$ cat config.mk
export PLATFORM = sky130hd
export DESIGN_NAME = dtrap_ctrl
export DESIGN_NICKNAME = d
export VERILOG_FILES = /design/src/rtl/dtrap_pkg.sv /design/src/rtl/dtrap_ret_decode.sv /design/src/rtl/dtrap_crit_ctrl.sv /design/src/rtl/dtrap_flag_bank.sv /design/src/rtl/dtrap_ctrl.sv
export SDC_FILE = /design/constraint.sdc
export NUM_CORES = 1
export LEC_CHECK = 0
export ABC_CLOCK_PERIOD_IN_PS = 3100
export BUFFER_PORTS_ARGS = -buffer_cell sky130_fd_sc_hd__buf_2
export CORE_AREA = 5 5 42 44
export DETAILED_ROUTE_END_ITERATION = 8
export DIE_AREA = 0 0 47 49
export PLACE_DENSITY = 0.54
export RECOVER_POWER = 100
export SETUP_SLACK_MARGIN = 0.1
export SKIP_CTS_REPAIR_TIMING = 1
export SYNTH_ARGS = -nofsm -noshare
export SYNTH_HDL_FRONTEND = slang
export SYNTH_SLANG_ARGS = --single-unit
$ cat constraint.sdc
create_clock -name clk -period 3.1 [get_ports clk]
set_input_delay 0.465 -clock clk [delete_from_list [all_inputs] [get_ports clk]]
set_output_delay 0.465 -clock clk [all_outputs]
set_load 0.01 [all_outputs]
$ cat src/rtl/dtrap_pkg.sv
package dtrap_pkg;
  typedef enum logic [1:0] {
    PRIV_U = 2'b00,
    PRIV_S = 2'b01,
    PRIV_M = 2'b11
  } priv_e;

  localparam int NUM_FLAGS = 3;
  localparam int IDX_MDT   = 0;
  localparam int IDX_SDT   = 1;
  localparam int IDX_VSDT  = 2;
endpackage

$ cat src/rtl/dtrap_ret_decode.sv
module dtrap_ret_decode
  import dtrap_pkg::*;
#(
  parameter int PRIV_W = 2
) (
  input  logic                 ret_vld,
  input  logic                 ret_is_s,
  input  logic [PRIV_W-1:0]    cur_priv,
  input  logic                 cur_virt,
  input  logic [PRIV_W-1:0]    tgt_priv,
  input  logic                 tgt_virt,
  output logic [NUM_FLAGS-1:0] clr
);
  logic m_ctx, hs_sret, vs_sret, to_user, to_vu;

  always_comb begin
    // Either return type executed from machine mode unwinds the machine level.
    m_ctx   = ret_vld && (!ret_is_s || cur_priv == PRIV_M);
    hs_sret = ret_vld && ret_is_s && cur_priv == PRIV_S && !cur_virt;
    vs_sret = ret_vld && ret_is_s && cur_priv == PRIV_S && cur_virt;
    to_user = tgt_priv == PRIV_U;
    to_vu   = to_user && tgt_virt;

    clr            = '0;
    clr[IDX_MDT]   = m_ctx;
    clr[IDX_SDT]   = (m_ctx && (to_user || tgt_virt)) || hs_sret;
    clr[IDX_VSDT]  = ((m_ctx || hs_sret) && to_vu) || vs_sret;
  end
endmodule

$ cat src/rtl/dtrap_crit_ctrl.sv
module dtrap_crit_ctrl #(
  parameter bit HAS_RNMI = 1'b1
) (
  input  logic clk,
  input  logic rst,
  input  logic dbl_trap,
  input  logic nmi_en,
  output logic crit_q,
  output logic divert_q,
  output logic freeze
);
  localparam logic RNMI_L = HAS_RNMI;

  logic rnmi_ok, enter;

  always_comb begin
    rnmi_ok = RNMI_L & nmi_en;
    enter   = dbl_trap & ~rnmi_ok & ~crit_q;
    // Architectural state is held from the entering cycle onward.
    freeze  = crit_q | (dbl_trap & ~rnmi_ok);
  end

  always_ff @(posedge clk) begin
    if (rst) begin
      crit_q   <= 1'b0;
      divert_q <= 1'b0;
    end else begin
      if (enter) crit_q <= 1'b1;
      divert_q <= dbl_trap & rnmi_ok & ~crit_q;
    end
  end
endmodule

$ cat src/rtl/dtrap_flag_bank.sv
module dtrap_flag_bank #(
  parameter int N = 3
) (
  input  logic         clk,
  input  logic         rst,
  input  logic         freeze,
  input  logic [N-1:0] set,
  input  logic [N-1:0] clr,
  output logic [N-1:0] q
);
  for (genvar i = 0; i < N; i++) begin : g_flag
    always_ff @(posedge clk) begin
      if (rst)          q[i] <= 1'b0;
      else if (!freeze) q[i] <= set[i] | (q[i] & ~clr[i]);
    end
  end
endmodule

$ cat src/rtl/dtrap_ctrl.sv
module dtrap_ctrl
  import dtrap_pkg::*;
#(
  parameter bit HAS_RNMI = 1'b1,
  parameter int PRIV_W   = 2
) (
  input  logic              clk,
  input  logic              rst,
  input  logic              ret_vld,
  input  logic              ret_is_s,
  input  logic [PRIV_W-1:0] cur_priv,
  input  logic              cur_virt,
  input  logic [PRIV_W-1:0] tgt_priv,
  input  logic              tgt_virt,
  input  logic              set_mdt,
  input  logic              set_sdt,
  input  logic              set_vsdt,
  input  logic              dbl_trap,
  input  logic              nmi_en,
  output logic              mdt,
  output logic              sdt,
  output logic              vsdt,
  output logic              halt,
  output logic              irq_mask,
  output logic              crit_err,
  output logic              rnmi_divert
);
  logic [NUM_FLAGS-1:0] clr_v, set_v, flag_q;
  logic                 crit_q, freeze;

  dtrap_ret_decode #(.PRIV_W(PRIV_W)) u_dec (
    .ret_vld (ret_vld),
    .ret_is_s(ret_is_s),
    .cur_priv(cur_priv),
    .cur_virt(cur_virt),
    .tgt_priv(tgt_priv),
    .tgt_virt(tgt_virt),
    .clr     (clr_v)
  );

  dtrap_crit_ctrl #(.HAS_RNMI(HAS_RNMI)) u_crit (
    .clk     (clk),
    .rst     (rst),
    .dbl_trap(dbl_trap),
    .nmi_en  (nmi_en),
    .crit_q  (crit_q),
    .divert_q(rnmi_divert),
    .freeze  (freeze)
  );

  always_comb begin
    set_v           = '0;
    set_v[IDX_MDT]  = set_mdt;
    set_v[IDX_SDT]  = set_sdt;
    set_v[IDX_VSDT] = set_vsdt;
  end

  dtrap_flag_bank #(.N(NUM_FLAGS)) u_flags (
    .clk   (clk),
    .rst   (rst),
    .freeze(freeze),
    .set   (set_v),
    .clr   (clr_v),
    .q     (flag_q)
  );

  assign mdt      = flag_q[IDX_MDT];
  assign sdt      = flag_q[IDX_SDT];
  assign vsdt     = flag_q[IDX_VSDT];
  assign crit_err = crit_q;
  assign halt     = crit_q;
  assign irq_mask = crit_q;
endmodule

==> results.json <==
{
  "outcome": "finished clean",
  "critPathMaxStageDelay_ps": 410,
  "synth_top_cell_by_area": "dfxtp_1",
  "r2r-end": "u_flags.q[1]",
  "start_util": 0.1804,
  "routed.top_layer": "met4",
  "r2r_slack_ps": 1970,
  "synth_cell_types": 15,
  "drtAntennaViolNets": 0,
  "netlist_instances": 32,
  "worstSetupPathType": "flip-flop to output port",
  "die_w_um": 47,
  "cp_max_fo": 6,
  "endpoint_kind": "output port",
  "crit_path_start_kind": "flip-flop",
  "hp-class": "input pin to flip-flop",
  "maxSlewHeadroom": 0.7503,
  "grt_pass1_vias": 304,
  "rsz0062_at_grt": "false",
  "vias": 303,
  "drv_slew": 0,
  "met2WireLength_um": 342,
  "fin_crit_sh": 0.4159,
  "wl_per_cell_um": 10.93,
  "min_period_ps": 1289,
  "n_antenna_cell": 0,
  "power_density_nw_per_um2": 482.6,
  "grt_overflow": 0,
  "total_power_uw": 183.0,
  "wl_met1_um": 293,
  "grt_max_degree": 7,
  "slowest_stage": "dfxtp_1",
  "drt_wl_total_um": 776,
  "cts.sinks": 5,
  "r2r_cells": 3,
  "syn-cell-area_sq_um": 252.7,
  "syn_to_final_growth_pct": 50.00,
  "fin_nets": 71,
  "cts_tree": "built",
  "dieHeight_um": 49,
  "die_area_sq_um": 2303,
  "ys_ff_latch": 5,
  "grt_antenna_before_repair": 0,
  "fin_skew_ps": 6.188,
  "synth_area_per_cell_sq_um": 7.898,
  "crit_chain": "clkbuf_1",
  "clock_latency_ps": 250,
  "fin_hold_ws_ps": 453.0,
  "grt_pass1_wl_um": 1186,
  "clockBufferDepth": 2,
  "drtIter0Drc": 7,
  "netlist.area_leader.share": 0.3960,
  "synth-seq-area-share": 0.3960,
  "root_buffer": "clkbuf_4",
  "dr_wl_met3_um": 125,
  "finalHoldViolations": 0,
  "rr_startpoint": "u_crit.crit_q",
  "viasPerCell": 4.268,
  "synth_area_leaders": "dfxtp_1 (40%), a21oi_1 (5.9%), buf_4 (5.9%), inv_1 (5.9%), nor2b_1 (5.0%)",
  "cp.required_ps": 2630,
  "grt_usage": 0.07465,
  "hold_end": "u_flags.q[2]",
  "max-cap-violations": 0,
  "p_sw_uw": 49.10,
  "seq_power_share": 0.398,
  "crit_arrival_ps": 820,
  "crit_family": "flip-flops",
  "switching_share": 0.2684,
  "yosys_warnings": 0,
  "hold_start": "rst",
  "power.leakage_uw": 0.0001733,
  "worstHoldPathCells": 2,
  "setup_violations": 0,
  "drc": 0,
  "port_buffers": 21,
  "crit_buf_inv": 1,
  "tightest_slew_ps": 374.6,
  "fin_util": 0.2705,
  "max-vdd-ir-drop_mv": 0.1162,
  "syn_nets": 47,
  "fin_ws_ps": 1811,
  "cts_made_buffers": 3,
  "drt_first_pass_iters": 4,
  "intPower_uw": 133.9,
  "p_clk_frac": 0.421,
  "combPwrFrac": 0.181,
  "htree_levels": 1,
  "clock.fmax_ghz": 0.7756,
  "path_clk_slew_ps": 50,
  "ios": 22,
  "tns_ps": 0,
  "gp_congestion": 0.7036,
  "dp_worst_setup_slack_ps": 1572,
  "coreArea_sq_um": 1401,
  "drive_gt1_frac": 0.2909,
  "hpwl_um": 650.8,
  "row_count": 14
}
[synthesized netlist by cell type]
master     count
dfxtp_1        5
inv_1          4
a21oi_1        3
nand2_1        3
nor2_1         3
buf_4          2
nor2b_1        2
nor3_1         2
o21ai_0        2
a2111o_1       1
a2bb2oi_1      1
nand3b_1       1
nand4b_1       1
nor3b_1        1
o41ai_1        1
[power by group through the flow]
stage	Combinational [uW]	Clock, uW	Sequential (uW)
6_report	33.1	76.9	72.9
4_1_cts	35.9	78.1	72.8
3_3_place_gp	35.2	0	73.8
5_1_grt	37.7	83.4	73.6
2_1_floorplan	15.5	0	75.9
3_5_place_dp	35.5	0	73.9
[registers in the layout (all words and copies together), names as in the netlist]
name             count
u_crit.crit_q        1
u_flags.q            3
u_crit.divert_q      1
[cells by family (layout without fill, tap and decap cells)]
group / count (synthesis) / in the layout / synth area share
AND/OR/NAND/NOR: 13 / 13 / 0.2723
AO/OA/AOI/OAI: 8 / 8 / 0.2129
buffers and inverters: 6 / 29 / 0.1188
flip-flops: 5 / 5 / 0.3961
[metal layers]
metal | vias to the layer above | track usage
met5 | - | 0
met3 | 2 | 0.05166
met2 | 16 | 0.1109
met4 | 0 | 0.04147
li1 | 155 | -
met1 | 130 | 0.07473
[cell type report]
| type | instances | area, sq um |
|---|---|---|
| inverters | 4 | 15.01 |
| multi-input cells | 21 | 122.6 |
| flip-flops and latches | 5 | 100.1 |
| well taps | 16 | 20.02 |
| clock buffers | 4 | 26.28 |
| fillers | 179 | 1022 |
| repair buffers | 21 | 95.09 |
[stage by stage]
stage	instances	cell area, sq um
after floorplan	32	252.7
after global placement	67	362.8
after detailed placement	67	362.8
after CTS	71	389.1
after global routing	71	379.1
final	71	379.1
[how the worst max path moves through the flow]
stage	from	end	slack, ps	cells after the start
after floorplan	ret_is_s	u_flags.q[1]	1770	4
after global placement	ret_is_s	u_flags.q[1]	1580	5
after detailed placement	ret_is_s	u_flags.q[1]	1570	5
final	u_crit.crit_q	irq_mask	1810	1
after CTS	ret_is_s	u_flags.q[1]	1800	5
after global routing	u_crit.crit_q	irq_mask	1750	1
[placed cells by master (no fill, tap or decap)]
master,synthesis,final
a2111o_1,1,1
a21oi_1,3,3
a2bb2oi_1,1,1
buf_2,0,13
clkbuf_1,0,9
clkbuf_4,0,3
dfxtp_1,5,5
inv_1,4,4
nand2_1,3,3
nand3b_1,1,1
nand4b_1,1,1
nor2_1,3,3
nor2b_1,2,2
nor3_1,2,2
nor3b_1,1,1
o21ai_0,2,2
o41ai_1,1,1
Power figures use the tool's default switching activity.
